==> config.mk <==
export PLATFORM = sky130hd
export DESIGN_NAME = muxbus_ctrl
export DESIGN_NICKNAME = d
export VERILOG_FILES = /design/src/rtl/muxbus_pkg.sv /design/src/rtl/muxbus_sync.sv /design/src/rtl/muxbus_cfg.sv /design/src/rtl/muxbus_fsm.sv /design/src/rtl/muxbus_lanes.sv /design/src/rtl/muxbus_ctrl.sv
export SDC_FILE = /design/constraint.sdc
export NUM_CORES = 1
export LEC_CHECK = 0
export ABC_CLOCK_PERIOD_IN_PS = 1720
export BUFFER_PORTS_ARGS = -buffer_cell sky130_fd_sc_hd__buf_2
export CAP_MARGIN = 25
export CORE_ASPECT_RATIO = 0.5
export CORE_MARGIN = 2
export CORE_UTILIZATION = 39
export CTS_BUF_LIST = sky130_fd_sc_hd__clkbuf_4 sky130_fd_sc_hd__clkbuf_8 sky130_fd_sc_hd__clkbuf_16
export DETAILED_ROUTE_END_ITERATION = 8
export PLACE_DENSITY = 0.71
export SLEW_MARGIN = 40
export SYNTH_ARGS = -nofsm -noshare
export SYNTH_HDL_FRONTEND = slang
export SYNTH_SLANG_ARGS = --single-unit
==> constraint.sdc <==
create_clock -name clk -period 1.72 [get_ports clk]
set_input_delay 0.172 -clock clk [delete_from_list [all_inputs] [get_ports clk]]
set_output_delay 0.172 -clock clk [all_outputs]
set_load 0.03 [all_outputs]
==> src/rtl/muxbus_pkg.sv <==
package muxbus_pkg;
  typedef enum logic [2:0] {
    ST_IDLE, ST_T1, ST_T2, ST_T3, ST_TW, ST_T4, ST_HOLD
  } bus_st_e;
endpackage

==> src/rtl/muxbus_sync.sv <==
module muxbus_sync #(
  parameter int STAGES = 2
) (
  input  logic clk,
  input  logic rst_n,
  input  logic async_in,
  output logic sync_out
);
  logic [STAGES-1:0] sh;

  always_ff @(posedge clk or negedge rst_n) begin
    if (!rst_n) sh <= '0;
    else        sh <= {sh[STAGES-2:0], async_in};
  end

  assign sync_out = sh[STAGES-1];
endmodule

==> src/rtl/muxbus_cfg.sv <==
module muxbus_cfg #(
  parameter int DATA_W = 16
) (
  input  logic              clk,
  input  logic              rst_n,
  input  logic [DATA_W-1:0] ad_in,
  input  logic              aden_strap_n,
  output logic [DATA_W-1:0] cfg_word,
  output logic              aden_en
);
  // Loads on every clock while reset is held; the last load before release stays.
  always_ff @(posedge clk) begin
    if (!rst_n) begin
      cfg_word <= ad_in;
      aden_en  <= !aden_strap_n;
    end
  end
endmodule

==> src/rtl/muxbus_fsm.sv <==
module muxbus_fsm
  import muxbus_pkg::*;
#(
  parameter int DATA_W = 16,
  localparam int LANES = DATA_W / 8
) (
  input  logic              clk,
  input  logic              rst_n,
  input  logic              req_valid,
  input  logic [DATA_W-1:0] req_addr_lo,
  input  logic              req_write,
  input  logic [DATA_W-1:0] req_wdata,
  input  logic [LANES-1:0]  req_be,
  input  logic              rdy_s,
  input  logic              hold_req,
  input  logic [DATA_W-1:0] ad_in,
  output bus_st_e           state,
  output logic              req_ready,
  output logic              accept,
  output logic              run_q,
  output logic              hold_ack,
  output logic [DATA_W-1:0] addr_q,
  output logic              write_q,
  output logic [DATA_W-1:0] wdata_q,
  output logic [LANES-1:0]  be_q,
  output logic              rsp_valid,
  output logic [DATA_W-1:0] rsp_rdata
);
  bus_st_e nxt;

  assign req_ready = run_q && (state == ST_IDLE) && !hold_req && !hold_ack;
  assign accept    = req_valid && req_ready;

  always_comb begin
    nxt = state;
    unique case (state)
      ST_IDLE: if (run_q && hold_req) nxt = ST_HOLD;
               else if (accept)       nxt = ST_T1;
      ST_T1:   nxt = ST_T2;
      ST_T2:   nxt = ST_T3;
      ST_T3,
      ST_TW:   nxt = rdy_s ? ST_T4 : ST_TW;
      ST_T4:   nxt = ST_IDLE;
      ST_HOLD: if (!hold_req) nxt = ST_IDLE;
      default: nxt = ST_IDLE;
    endcase
  end

  always_ff @(posedge clk or negedge rst_n) begin
    if (!rst_n) begin
      state     <= ST_IDLE;
      run_q     <= 1'b0;
      hold_ack  <= 1'b0;
      addr_q    <= '0;
      write_q   <= 1'b0;
      wdata_q   <= '0;
      be_q      <= '0;
      rsp_valid <= 1'b0;
      rsp_rdata <= '0;
    end else begin
      state     <= nxt;
      run_q     <= 1'b1;
      hold_ack  <= (state == ST_HOLD);
      rsp_valid <= (state == ST_T4);
      if (accept) begin
        addr_q  <= req_addr_lo;
        write_q <= req_write;
        wdata_q <= req_wdata;
        be_q    <= req_be;
      end
      if (state == ST_T4 && !write_q) rsp_rdata <= ad_in;
    end
  end
endmodule

==> src/rtl/muxbus_lanes.sv <==
module muxbus_lanes
  import muxbus_pkg::*;
#(
  parameter int DATA_W = 16,
  localparam int LANES = DATA_W / 8
) (
  input  bus_st_e           state,
  input  logic              run_q,
  input  logic              aden_en,
  input  logic [DATA_W-1:0] addr_q,
  input  logic              write_q,
  input  logic [DATA_W-1:0] wdata_q,
  input  logic [LANES-1:0]  be_q,
  output logic [DATA_W-1:0] ad_out,
  output logic [LANES-1:0]  ad_oe,
  output logic [LANES-1:0]  wen
);
  logic addr_ph, data_ph;

  assign addr_ph = (state == ST_T1);
  assign data_ph = (state == ST_T2) || (state == ST_T3) ||
                   (state == ST_TW) || (state == ST_T4);

  for (genvar i = 0; i < LANES; i++) begin : g_lane
    assign wen[i]          = data_ph && write_q && be_q[i];
    assign ad_oe[i]        = run_q && ((addr_ph && aden_en) || wen[i]);
    assign ad_out[i*8 +: 8] = addr_ph ? addr_q[i*8 +: 8] : wdata_q[i*8 +: 8];
  end
endmodule

==> src/rtl/muxbus_ctrl.sv <==
module muxbus_ctrl
  import muxbus_pkg::*;
#(
  parameter int ADDR_W      = 20,
  parameter int DATA_W      = 16,
  parameter int SYNC_STAGES = 2,
  localparam int LANES      = DATA_W / 8
) (
  input  logic              clk,
  input  logic              rst_n,
  input  logic              req_valid,
  output logic              req_ready,
  input  logic [ADDR_W-1:0] req_addr,
  input  logic              req_write,
  input  logic [DATA_W-1:0] req_wdata,
  input  logic [LANES-1:0]  req_be,
  output logic              rsp_valid,
  output logic [DATA_W-1:0] rsp_rdata,
  output logic [DATA_W-1:0] ad_out,
  output logic [LANES-1:0]  ad_oe,
  input  logic [DATA_W-1:0] ad_in,
  output logic [ADDR_W-1:0] a_out,
  output logic              a_oe,
  output logic              ale,
  output logic [LANES-1:0]  wen,
  input  logic              ardy,
  input  logic              hold_req,
  output logic              hold_ack,
  input  logic              aden_strap_n,
  output logic [DATA_W-1:0] cfg_word
);
  bus_st_e           state;
  logic              rdy_s, accept, run_q, aden_en, write_q, ale_mid;
  logic [DATA_W-1:0] addr_q, wdata_q;
  logic [LANES-1:0]  be_q;

  muxbus_sync #(.STAGES(SYNC_STAGES)) u_sync (
    .clk(clk), .rst_n(rst_n), .async_in(ardy), .sync_out(rdy_s)
  );

  muxbus_cfg #(.DATA_W(DATA_W)) u_cfg (
    .clk(clk), .rst_n(rst_n), .ad_in(ad_in), .aden_strap_n(aden_strap_n),
    .cfg_word(cfg_word), .aden_en(aden_en)
  );

  muxbus_fsm #(.DATA_W(DATA_W)) u_fsm (
    .clk(clk), .rst_n(rst_n), .req_valid(req_valid),
    .req_addr_lo(req_addr[DATA_W-1:0]), .req_write(req_write),
    .req_wdata(req_wdata), .req_be(req_be), .rdy_s(rdy_s),
    .hold_req(hold_req), .ad_in(ad_in), .state(state),
    .req_ready(req_ready), .accept(accept), .run_q(run_q),
    .hold_ack(hold_ack), .addr_q(addr_q), .write_q(write_q),
    .wdata_q(wdata_q), .be_q(be_q), .rsp_valid(rsp_valid),
    .rsp_rdata(rsp_rdata)
  );

  muxbus_lanes #(.DATA_W(DATA_W)) u_lanes (
    .state(state), .run_q(run_q), .aden_en(aden_en), .addr_q(addr_q),
    .write_q(write_q), .wdata_q(wdata_q), .be_q(be_q),
    .ad_out(ad_out), .ad_oe(ad_oe), .wen(wen)
  );

  // The address bus moves on the falling edge ahead of T1.
  always_ff @(negedge clk or negedge rst_n) begin
    if (!rst_n)      a_out <= '0;
    else if (accept) a_out <= req_addr;
  end

  // The strobe falls at mid-T1.
  always_ff @(negedge clk or negedge rst_n) begin
    if (!rst_n) ale_mid <= 1'b0;
    else        ale_mid <= (state == ST_T1);
  end

  assign ale  = (state == ST_T1) && !ale_mid;
  assign a_oe = run_q && (state != ST_HOLD) && !hold_ack;
endmodule

# --- Yosys cells after proc, flatten, opt, wreduce, memory -nomap -nowiden ---
# Index checks and enable logic that the tools add are counted.
totals:
  out_inout_bits: 77
  elab_cells: 58
  regBits: 97
  inputBits: 61
classes:
  reduce_logical: 28
  n_eq_ne: 9
  muxes: 7
ops:
  columns: ["cell", "n"]
  rows:
  - ["$mux 8", 2]
  - ["$logic_and 1x1->1", 15]
  - ["$pmux 3 s5", 1]
  - ["$eq 3x3->1 const B", 3]
  - ["$mux 3", 3]
  - ["$eq 3x2->1 const B", 2]
  - ["$ne 3x3->1 const B", 2]
  - ["$logic_not 1->1", 5]
  - ["$logic_or 1x1->1", 5]
  - ["$eq 3x1->1 const B", 1]
  - ["$logic_not 3->1", 1]
  - ["$ne 2x2->1 const B", 1]
  - ["$reduce_and 2->1", 1]
  - ["$reduce_or 2->1", 1]
  - ["$mux 1", 1]

# --- Longest topological paths before layout ---
# Gate-level depths: netlist of the first run.
depth:
  depth_word: 8
  ltp_mapped: 6
  depth_no_buf: 5

# --- Modules after synthesis ---
# Synthesis of the first run repeated with hierarchy kept, for this count alone.
unflattened:
  hier_cells: 240
  hier_area_um2: 4146.5
modules_own_cells:
  columns: ["mod", "cells_per_inst", "seq_area_each_um2", "area_per_inst_um2", "n_inst"]
  rows:
  - ["muxbus_fsm", 142, 1426.4, 2394.8, 1]
  - ["muxbus_ctrl", 48, 525.5, 883.3, 1]
  - ["muxbus_cfg", 19, 510.5, 518.0, 1]
  - ["muxbus_lanes", 29, 0.0, 300.3, 1]
  - ["muxbus_sync", 2, 50.0, 50.0, 1]

==> results_dict.tcl, run 1 <==
set metrics [dict create \
    drc 0 \
    fin_ws_ns -0.637 \
    layout-drive-gt1-share_pct 70.9 \
    cts_tree "yes" \
    antenna_found_initial 0 \
    leakage_uw 0.00300 \
    ff2ff_path_depth 5 \
    die-area_mm2 0.0112 \
    grt_use_met1_pct 19.0 \
    first_global_vias 2714 \
    maxCapViolations 0 \
    netlist_area_mm2 0.00402 \
    clk_pin_slew_ns 0.07 \
    grt_max_degree 37 \
    area_delta_synth_final_pct 49.3 \
    num-nets-final 478 \
    gp_congestion 0.797 \
    ir_drop_mv 1.01 \
    routedWlPerCell_um 16.2 \
    vias 2554 \
    vias_per_cell 4.54 \
    grt_util_met3_pct 4.37 \
    criticalPathCategory "flip-flop to flip-flop" \
    power_per_cell_area_mw_per_mm2 1910 \
    grt_overflow 0 \
    syn_nets 292 \
    antenna_cells 0 \
    routed_wl_um 9080 \
    hold_violations 0 \
    synth.area.top_cells "dfrtp_1 37%, mux2_4 18%, dfrtn_1 13%, edfxtp_1 13%, mux2_2 11%" \
    synth_cell_types 33 \
    synth_top_area_cell "dfrtp_1" \
    synth_seq_area_share_pct 62.6 \
    io_pins 138 \
    gr-max-usage-layer "met2" \
    cts.sink_count 97 \
    slew_violations 0 \
    dieHeight_um 75.7 \
    synth-main-ff-cell "dfrtp_1" \
    fillers 785 \
    violations "setup timing" \
    async_flop_share_pct 82.5 \
    rsz0062_at_grt "yes" \
    start_util_pct 39.7 \
    hold_path_depth 1 \
    grt_pass1_wl_um 13400 \
    synth-edff-count 17 \
    core_area_mm2 0.0101 \
    synth_seq_cells 97 \
    clockBufferDepth 2 \
    drtIter0Drc 91 \
    hold_class "input pin to flip-flop" \
    syn_inst 231 \
    outcome "complete, but fails checks" \
    synth_warnings 0 \
    layout_common_cells "95 x buf_2, 65 x mux2_4, 58 x dfrtp_1, 51 x buf_6, 27 x buf_4" \
    path_max_fanout 11 \
    crit_path_end_kind "flip-flop" \
    finalClockSkew_ns 0.00813 \
    start_kind "flip-flop" \
    grtUsageMet2_pct 28.4 \
    cts-root-buf "clkbuf_16" \
    die_x_um 147 \
    final_antenna_net_count 0 \
    yosys.area.top_type_share_pct 36.8 \
    clock_latency_ns 0.34 \
    design_area_mm2 0.00600 \
    grt_usage_pct 15.8 \
    cp.required_ns 1.05 \
    drtPass1Iterations 4 \
    cts_buffers 9 \
    port_buffers 137 \
    ctsHtreeMaxLevel 3 \
    cp.arrival_ns 1.69 \
    finalPower_uw 11500 \
    setup_violations 68 \
    post-dp-hpwl_um 5840 \
    final_common_cell "buf_2" \
    syn_area_per_cell_um2 17.4 \
    final_core_util_pct 59.3 \
    placed_area_mm2 0.00499 \
    rows 26 \
]
==> Yosys cell counts, types with 3 or more instances <==
master and number:
dfrtp_1 59, mux2_4 49, mux2_2 38, dfrtn_1 21, edfxtp_1 17, buf_6 6, and3_1 4, nand2_1 4
inv_1 3, nor2_1 3
==> through the flow <==
stage          setup WS [ns]  cells  hold WS (ns)  setup TNS (ns)
2_1_floorplan         -0.679    231        -0.124          -12.22
3_3_place_gp          -0.594    519        0.0669          -11.84
3_5_place_dp          -0.635    519        0.0667          -12.52
4_1_cts               -0.643    548       0.00181          -22.49
5_1_grt               -0.677    562       0.00115          -24.34
6_report              -0.637    562        0.0168          -20.87
==> where the power goes <==
part | switching, uW | internal, uW | leakage, uW
clock | 887 | 990 | 0.000132
combinational | 2720 | 3010 | 0.00172
sequential | 575 | 3260 | 0.00115
total | 4190 | 7260 | 0.00300
==> worst max-delay path: stages, from the launching register on <==
cell	delay (ns)
dfrtp_2	0.40
and2b_1	0.21
nand4_1	0.12
buf_6	0.17
clkbuf_16	0.17
mux2_4	0.29
==> final timing paths <==
path / startpoint / to / slack [ns]
min reg2reg: u_sync.sh[0]$_DFF_PN0_ / u_sync.sh[1]$_DFF_PN0_ / 0.35
max in group asynchronous: rst_n / a_out[10]$_DFFE_NN0P_ / 0.27
min in group asynchronous: rst_n / u_fsm.wdata_q[0]$_DFFE_PN0P_ / 0.27
max reg2reg: u_fsm.hold_ack$_DFF_PN0_ / a_out[15]$_DFFE_NN0P_ / -0.64
max: u_fsm.hold_ack$_DFF_PN0_ / a_out[15]$_DFFE_NN0P_ / -0.64
min: ad_in[12] / u_cfg.cfg_word[12]$_DFFE_PN_ / 0.02
==> registers in the layout (all words and copies together) (netlist names) <==
name / flops
u_fsm.wdata_q: 16
a_out: 20
u_cfg.cfg_word: 16
ale_mid: 1
u_cfg.aden_en: 1
u_fsm.hold_ack: 1
u_fsm.run_q: 1
u_sync.sh: 2
u_fsm.rsp_rdata: 16
u_fsm.write_q: 1
u_fsm.rsp_valid: 1
u_fsm.addr_q: 16
u_fsm.be_q: 2
u_fsm.state: 3
==> metal layers <==
layer	share of wire (%)	up-vias
met5	0	-
li1	-	1190
met1	42	1296
met2	53	59
met3	3.8	9
met4	1.1	0
==> timing repair <==
item / CTS / global route
hold buffers: 2 / 0
buffers inserted: 10 / 14
endpoints found under the hold margin: 40 / 0
setup endpoints to repair: 59 / 64
gates resized for setup: 114 / 17
cloned: 1 / 3
pin swaps: 3 / 2
==> area by class of cell <==
type	count	area (um2)	share of cell area, %
clock inverter	7	55.1	0.918
multi-input combinational	119	1500	25.0
sequential	97	2510	41.9
clock buffer	9	225	3.76
inverter	4	27.5	0.459
tap	140	175	2.92
timing repair buffer	186	1500	25.0
==> logic make-up after synthesis <==
family                 synth area share [%]
XOR/XNOR                              0.218
AO/OA/AOI/OAI                          1.75
multiplexers                           29.0
flip-flops                             62.6
AND/OR/NAND/NOR                        2.99
buffers and inverters                  3.40
other                                0.0934
No activity file was read; power rests on OpenSTA's default activity.
==> inputs of run 2 (changes only) <==
- CORE_ASPECT_RATIO: 0.5 -> default
==> results_dict.tcl, run 2 (same netlist as run 1, synthesis figures left out) <==
set metrics [dict create \
    grt_use_met1_pct 20.6 \
    clock_latency_ns 0.35 \
    io_pins 138 \
    stdcell_count 562 \
    cts_buffers 9 \
    die_x_um 105 \
    num-nets-final 482 \
    ctsHtreeMaxLevel 3 \
    routed_wl_um 9100 \
    core_area_mm2 0.0101 \
    start_kind "flip-flop" \
    netSwitchingPower_uw 4130 \
    layout-drive-gt1-share_pct 67.4 \
    outcome "complete, but fails checks" \
    violations "setup timing" \
    sequentialPowerShare_pct 35.3 \
    critical-path-max-stage-delay_ns 0.41 \
    design_area_mm2 0.00589 \
    hold_path_depth 1 \
    finalClockSkew_ns 0.0179 \
    cp.arrival_ns 1.70 \
    r2r_slack_ns -0.65 \
    power_per_cell_area_mw_per_mm2 1840 \
    post-dp-hpwl_um 6030 \
    rows 37 \
    grt_util_met3_pct 4.21 \
    final_common_cell "buf_2" \
    vias_per_cell 4.54 \
    grt_pass1_wl_um 13900 \
    largest_register_ffs 20 \
    start_util_pct 39.6 \
    slew_violations 0 \
    antenna_found_initial 0 \
    area_delta_synth_final_pct 46.7 \
    grt_overflow 0 \
    cp.required_ns 1.05 \
    port_buffers 137 \
    layout_common_cells "95 x buf_2, 65 x mux2_4, 58 x dfrtp_1, 47 x buf_6, 23 x buf_4" \
    final_antenna_net_count 0 \
    cts-root-buf "clkbuf_8" \
    leakage_uw 0.00297 \
    rsz0062_at_grt "yes" \
    grtUsageMet2_pct 27.1 \
    cp_slowest_cell "dfrtp_2" \
    crit_path_end_kind "flip-flop" \
    drtIter0Drc 37 \
    placed_area_mm2 0.00497 \
    timing.rr.start "u_fsm.hold_ack$_DFF_PN0_" \
    antenna_cells 0 \
    finalPower_uw 10900 \
    reg2reg_to "a_out[19]$_DFFE_NN0P_" \
    worstHoldEndpoint "u_cfg.cfg_word[3]$_DFFE_PN_" \
    gp_congestion 0.802 \
    clk_pin_slew_ns 0.10 \
    grt_usage_pct 16.0 \
    drtPass1Iterations 4 \
    pre_cts_ws_ns -0.579 \
    dieHeight_um 105 \
    grt_max_degree 31 \
    die-area_mm2 0.0111 \
    hp-start "ad_in[3]" \
    regMostFlops "a_out" \
    path_cells "and2b_1 > nand4_1 > buf_6 > buf_12 > mux2_4" \
    ff2ff_path_depth 5 \
    ir_drop_mv 1.01 \
    first_global_vias 2683 \
    gr-max-usage-layer "met2" \
    criticalPathCategory "flip-flop to flip-flop" \
    setup_violations 66 \
    routedWlPerCell_um 16.2 \
    swShare_pct 38.0 \
    maxCapViolations 0 \
    hold_class "input pin to flip-flop" \
    comb_power_share_pct 51.3 \
    power.share.clock_pct 13.4 \
    final_core_util_pct 58.1 \
    clockBufferDepth 2 \
    drc 0 \
    cts.sink_count 97 \
    fin_ws_ns -0.650 \
    cts_tree "yes" \
    vias 2551 \
    hold_violations 0 \
    path_max_fanout 8 \
    intPower_uw 6720 \
    place_inst 516 \
]
-- run 2: changes by cell type in the layout (fill, tap and decap cells not counted), moves of 2 or more --
| cell | before | now |
|---|---|---|
| buf_4 | 27 | 23 |
| dlygate4sd3_1 | 2 | 16 |
| clkbuf_16 | 11 | 2 |
| buf_12 | 6 | 3 |
| buf_6 | 51 | 47 |
| clkbuf_8 | 0 | 9 |
| inv_8 | 0 | 2 |
-- run 2: power groups by stage --
stage	clock, uW	sequential (uW)	combinational, uW
floorplan	0	4600	2440
global placement	0	3730	4410
detailed placement	0	3780	4500
CTS	1510	3820	5510
global route	1580	3950	5850
finish	1450	3840	5560
-- run 2: critical path, delay by kind of cell, from the launching register on --
family                 cells  cell delay (ns)
multiplexers               1             0.30
buffers and inverters      2             0.30
flip-flops                 1             0.41
AND/OR/NAND/NOR            2             0.32
-- run 2: layer usage --
layer  share of wire [%]  vias up  wire length, um
met5                   0        -                0
met2                  51       95             4600
li1                    -     1196                -
met3                 5.6        6              508
met1                  43     1254             3920
met4                0.74        0               67
-- run 2: cell type report --
class | instances | area, um2
Clock inverter | 7 | 72.6
Inverter | 4 | 20.0
Tap cell | 136 | 170
Clock buffer | 9 | 124
Sequential cell | 97 | 2510
Fill cell | 780 | 4250
Multi-Input combinational cell | 119 | 1470
Timing Repair Buffer | 190 | 1520
-- run 2: worst max path at each step --
stage | start | end | slack (ns) | cells past startpoint
floorplan | u_fsm.hold_ack$_DFF_PN0_ | a_out[12]$_DFFE_NN0P_ | -0.68 | 5
global placement | u_fsm.hold_ack$_DFF_PN0_ | a_out[17]$_DFFE_NN0P_ | -0.54 | 4
detailed placement | u_fsm.hold_ack$_DFF_PN0_ | a_out[17]$_DFFE_NN0P_ | -0.58 | 4
CTS | u_fsm.run_q$_DFF_PN0_ | a_out[8]$_DFFE_NN0P_ | -0.62 | 4
global route | u_fsm.hold_ack$_DFF_PN0_ | a_out[19]$_DFFE_NN0P_ | -0.68 | 5
finish | u_fsm.hold_ack$_DFF_PN0_ | a_out[19]$_DFFE_NN0P_ | -0.65 | 5
-- run 2: what timing repair did --
item | in CTS | in global routing
setup buffers | 5 | 8
endpoints found under the setup margin | 62 | 62
cloned | 1 | 2
hold endpoints to repair | 68 | 0
pin swaps | 3 | 3
hold buffers | 16 | 0
resized for setup | 110 | 10
-- run 2: through the flow --
step                      TNS, ns  hold slack, ns
after floorplan            -12.22          -0.124
after global placement     -10.72          0.0412
after detailed placement   -11.39          0.0426
after CTS                  -22.89        0.000348
after global routing       -24.57         0.00172
final                      -21.03          0.0207
==> inputs of run 3 (changes only) <==
- CELL_PAD_IN_SITES_DETAIL_PLACEMENT: default -> 1
- CELL_PAD_IN_SITES_GLOBAL_PLACEMENT: default -> 2
- CORE_UTILIZATION: 39 -> 34
- PLACE_DENSITY: 0.71 -> 0.85
==> results_dict.tcl, run 3 (same netlist as run 1, synthesis figures left out) <==
set metrics [dict create \
    outcome "complete, but fails checks" \
    start_util_pct 35.0 \
    hold_violations 0 \
    power_per_cell_area_mw_per_mm2 1930 \
    ff2ff_path_depth 5 \
    timing.rr.start "u_fsm.hold_ack$_DFF_PN0_" \
    vias 2640 \
    clockBufferDepth 2 \
    rsz0062_at_grt "yes" \
    leakage_uw 0.00303 \
    r2r_slack_ns -0.66 \
    first_global_vias 3006 \
    gr-max-usage-layer "met2" \
    grt_pass1_wl_um 16200 \
    ir_drop_mv 1.04 \
    path_max_fanout 9 \
    die-area_mm2 0.0127 \
    drtPass1Iterations 4 \
    layout-drive-gt1-share_pct 70.9 \
    pre_cts_ws_ns -0.652 \
    maxCapViolations 0 \
    slew_violations 0 \
    post-dp-hpwl_um 6740 \
    placed_area_mm2 0.00499 \
    hp-start "ad_in[7]" \
    hold_path_depth 1 \
    cts_buffers 9 \
    area_delta_synth_final_pct 50.0 \
    antenna_cells 0 \
    cp_slowest_cell "dfrtp_2" \
    path_cells "and2b_1 > nand4_1 > buf_6 > buf_12 > mux2_4" \
    final_antenna_net_count 0 \
    cts-root-buf "clkbuf_16" \
    layout_common_cells "93 x buf_2, 65 x mux2_4, 57 x dfrtp_1, 55 x buf_6, 25 x buf_4" \
    core_area_mm2 0.0115 \
    io_pins 138 \
    largest_register_ffs 20 \
    finalClockSkew_ns 0.0107 \
    criticalPathCategory "flip-flop to flip-flop" \
    antenna_found_initial 0 \
    vias_per_cell 4.67 \
    final_common_cell "buf_2" \
    design_area_mm2 0.00602 \
    cts.sink_count 97 \
    reg2reg_to "a_out[12]$_DFFE_NN0P_" \
    dieHeight_um 113 \
    gp_congestion 0.755 \
    grtUsageMet2_pct 28.5 \
    regMostFlops "a_out" \
    routed_wl_um 10300 \
    worstHoldEndpoint "u_cfg.cfg_word[7]$_DFFE_PN_" \
    drtIter0Drc 80 \
    cp.required_ns 1.05 \
    crit_path_end_kind "flip-flop" \
    grt_util_met3_pct 3.94 \
    violations "setup timing" \
    clock_latency_ns 0.34 \
    ctsHtreeMaxLevel 3 \
    start_kind "flip-flop" \
    fin_ws_ns -0.657 \
    drc 0 \
    hold_class "input pin to flip-flop" \
    critical-path-max-stage-delay_ns 0.40 \
    port_buffers 137 \
    grt_overflow 0 \
    rows 39 \
    clk_pin_slew_ns 0.07 \
    setup_violations 92 \
    grt_use_met1_pct 20.7 \
    routedWlPerCell_um 18.2 \
    die_x_um 113 \
    grt_max_degree 41 \
    num-nets-final 478 \
    cts_tree "yes" \
    cp.arrival_ns 1.70 \
    grt_usage_pct 16.6 \
]
## run 3: stage by stage
| stage | utilization [%] | hold WS [ns] | TNS (ns) | total power (uW) | std cells |
|---|---|---|---|---|---|
| 2_1_floorplan | - | -0.124 | -12.22 | 7040 | 231 |
| 4_1_cts | 52.1 | 0.00892 | -26.30 | 11600 | 561 |
| 3_3_place_gp | 43.6 | 0.0174 | -12.00 | 8180 | 525 |
| 6_report | 52.5 | 0.0233 | -26.71 | 11600 | 565 |
| 5_1_grt | 52.5 | 0.00864 | -32.15 | 12100 | 565 |
| 3_5_place_dp | 43.6 | 0.0157 | -12.71 | 8330 | 525 |
## run 3: cell type report
| cell class | count | area (um2) |
|---|---|---|
| clock buffers | 10 | 233 |
| clock inverters | 6 | 68.8 |
| inverters | 4 | 17.5 |
| multi-input cells | 119 | 1480 |
| well taps | 143 | 179 |
| repair buffers | 186 | 1530 |
| flip-flops and latches | 97 | 2510 |
| fillers | 1139 | 5450 |
## run 3: repair_timing
action                                 4_1_cts  5_1_grt
cloned                                       3        0
endpoints found under the hold margin       52        0
pin swaps                                    2        1
resized for setup                          128       10
setup buffers                               15        4
hold buffers                                 2        0
setup endpoints to repair                   62       94
## run 3: how the worst max path moves through the flow
stage / cells after the start / endpoint / start / slack [ns]
5_1_grt: 5 / a_out[12]$_DFFE_NN0P_ / u_fsm.hold_ack$_DFF_PN0_ / -0.72
2_1_floorplan: 5 / a_out[12]$_DFFE_NN0P_ / u_fsm.hold_ack$_DFF_PN0_ / -0.68
3_3_place_gp: 4 / a_out[18]$_DFFE_NN0P_ / u_fsm.hold_ack$_DFF_PN0_ / -0.61
4_1_cts: 5 / a_out[16]$_DFFE_NN0P_ / u_fsm.hold_ack$_DFF_PN0_ / -0.64
6_report: 5 / a_out[12]$_DFFE_NN0P_ / u_fsm.hold_ack$_DFF_PN0_ / -0.66
3_5_place_dp: 4 / a_out[19]$_DFFE_NN0P_ / u_fsm.hold_ack$_DFF_PN0_ / -0.65
## run 3: worst max-delay path, delay by kind of cell (launching register included)
| family | cells | cell delay, ns |
|---|---|---|
| flops | 1 | 0.40 |
| mux | 1 | 0.29 |
| buf+inv | 2 | 0.32 |
| simple gates | 2 | 0.35 |
## run 3: layer usage
metal	up-vias	part of all wire (%)
met5	-	0
met4	0	1.3
met3	13	5.3
met2	95	51
met1	1338	42
li1	1194	-
## run 3: where the power goes
part           switching (uW)  internal, uW
Sequential                591          3260
Combinational            2740          3000
Clock                     866          1150
Total                    4190          7410
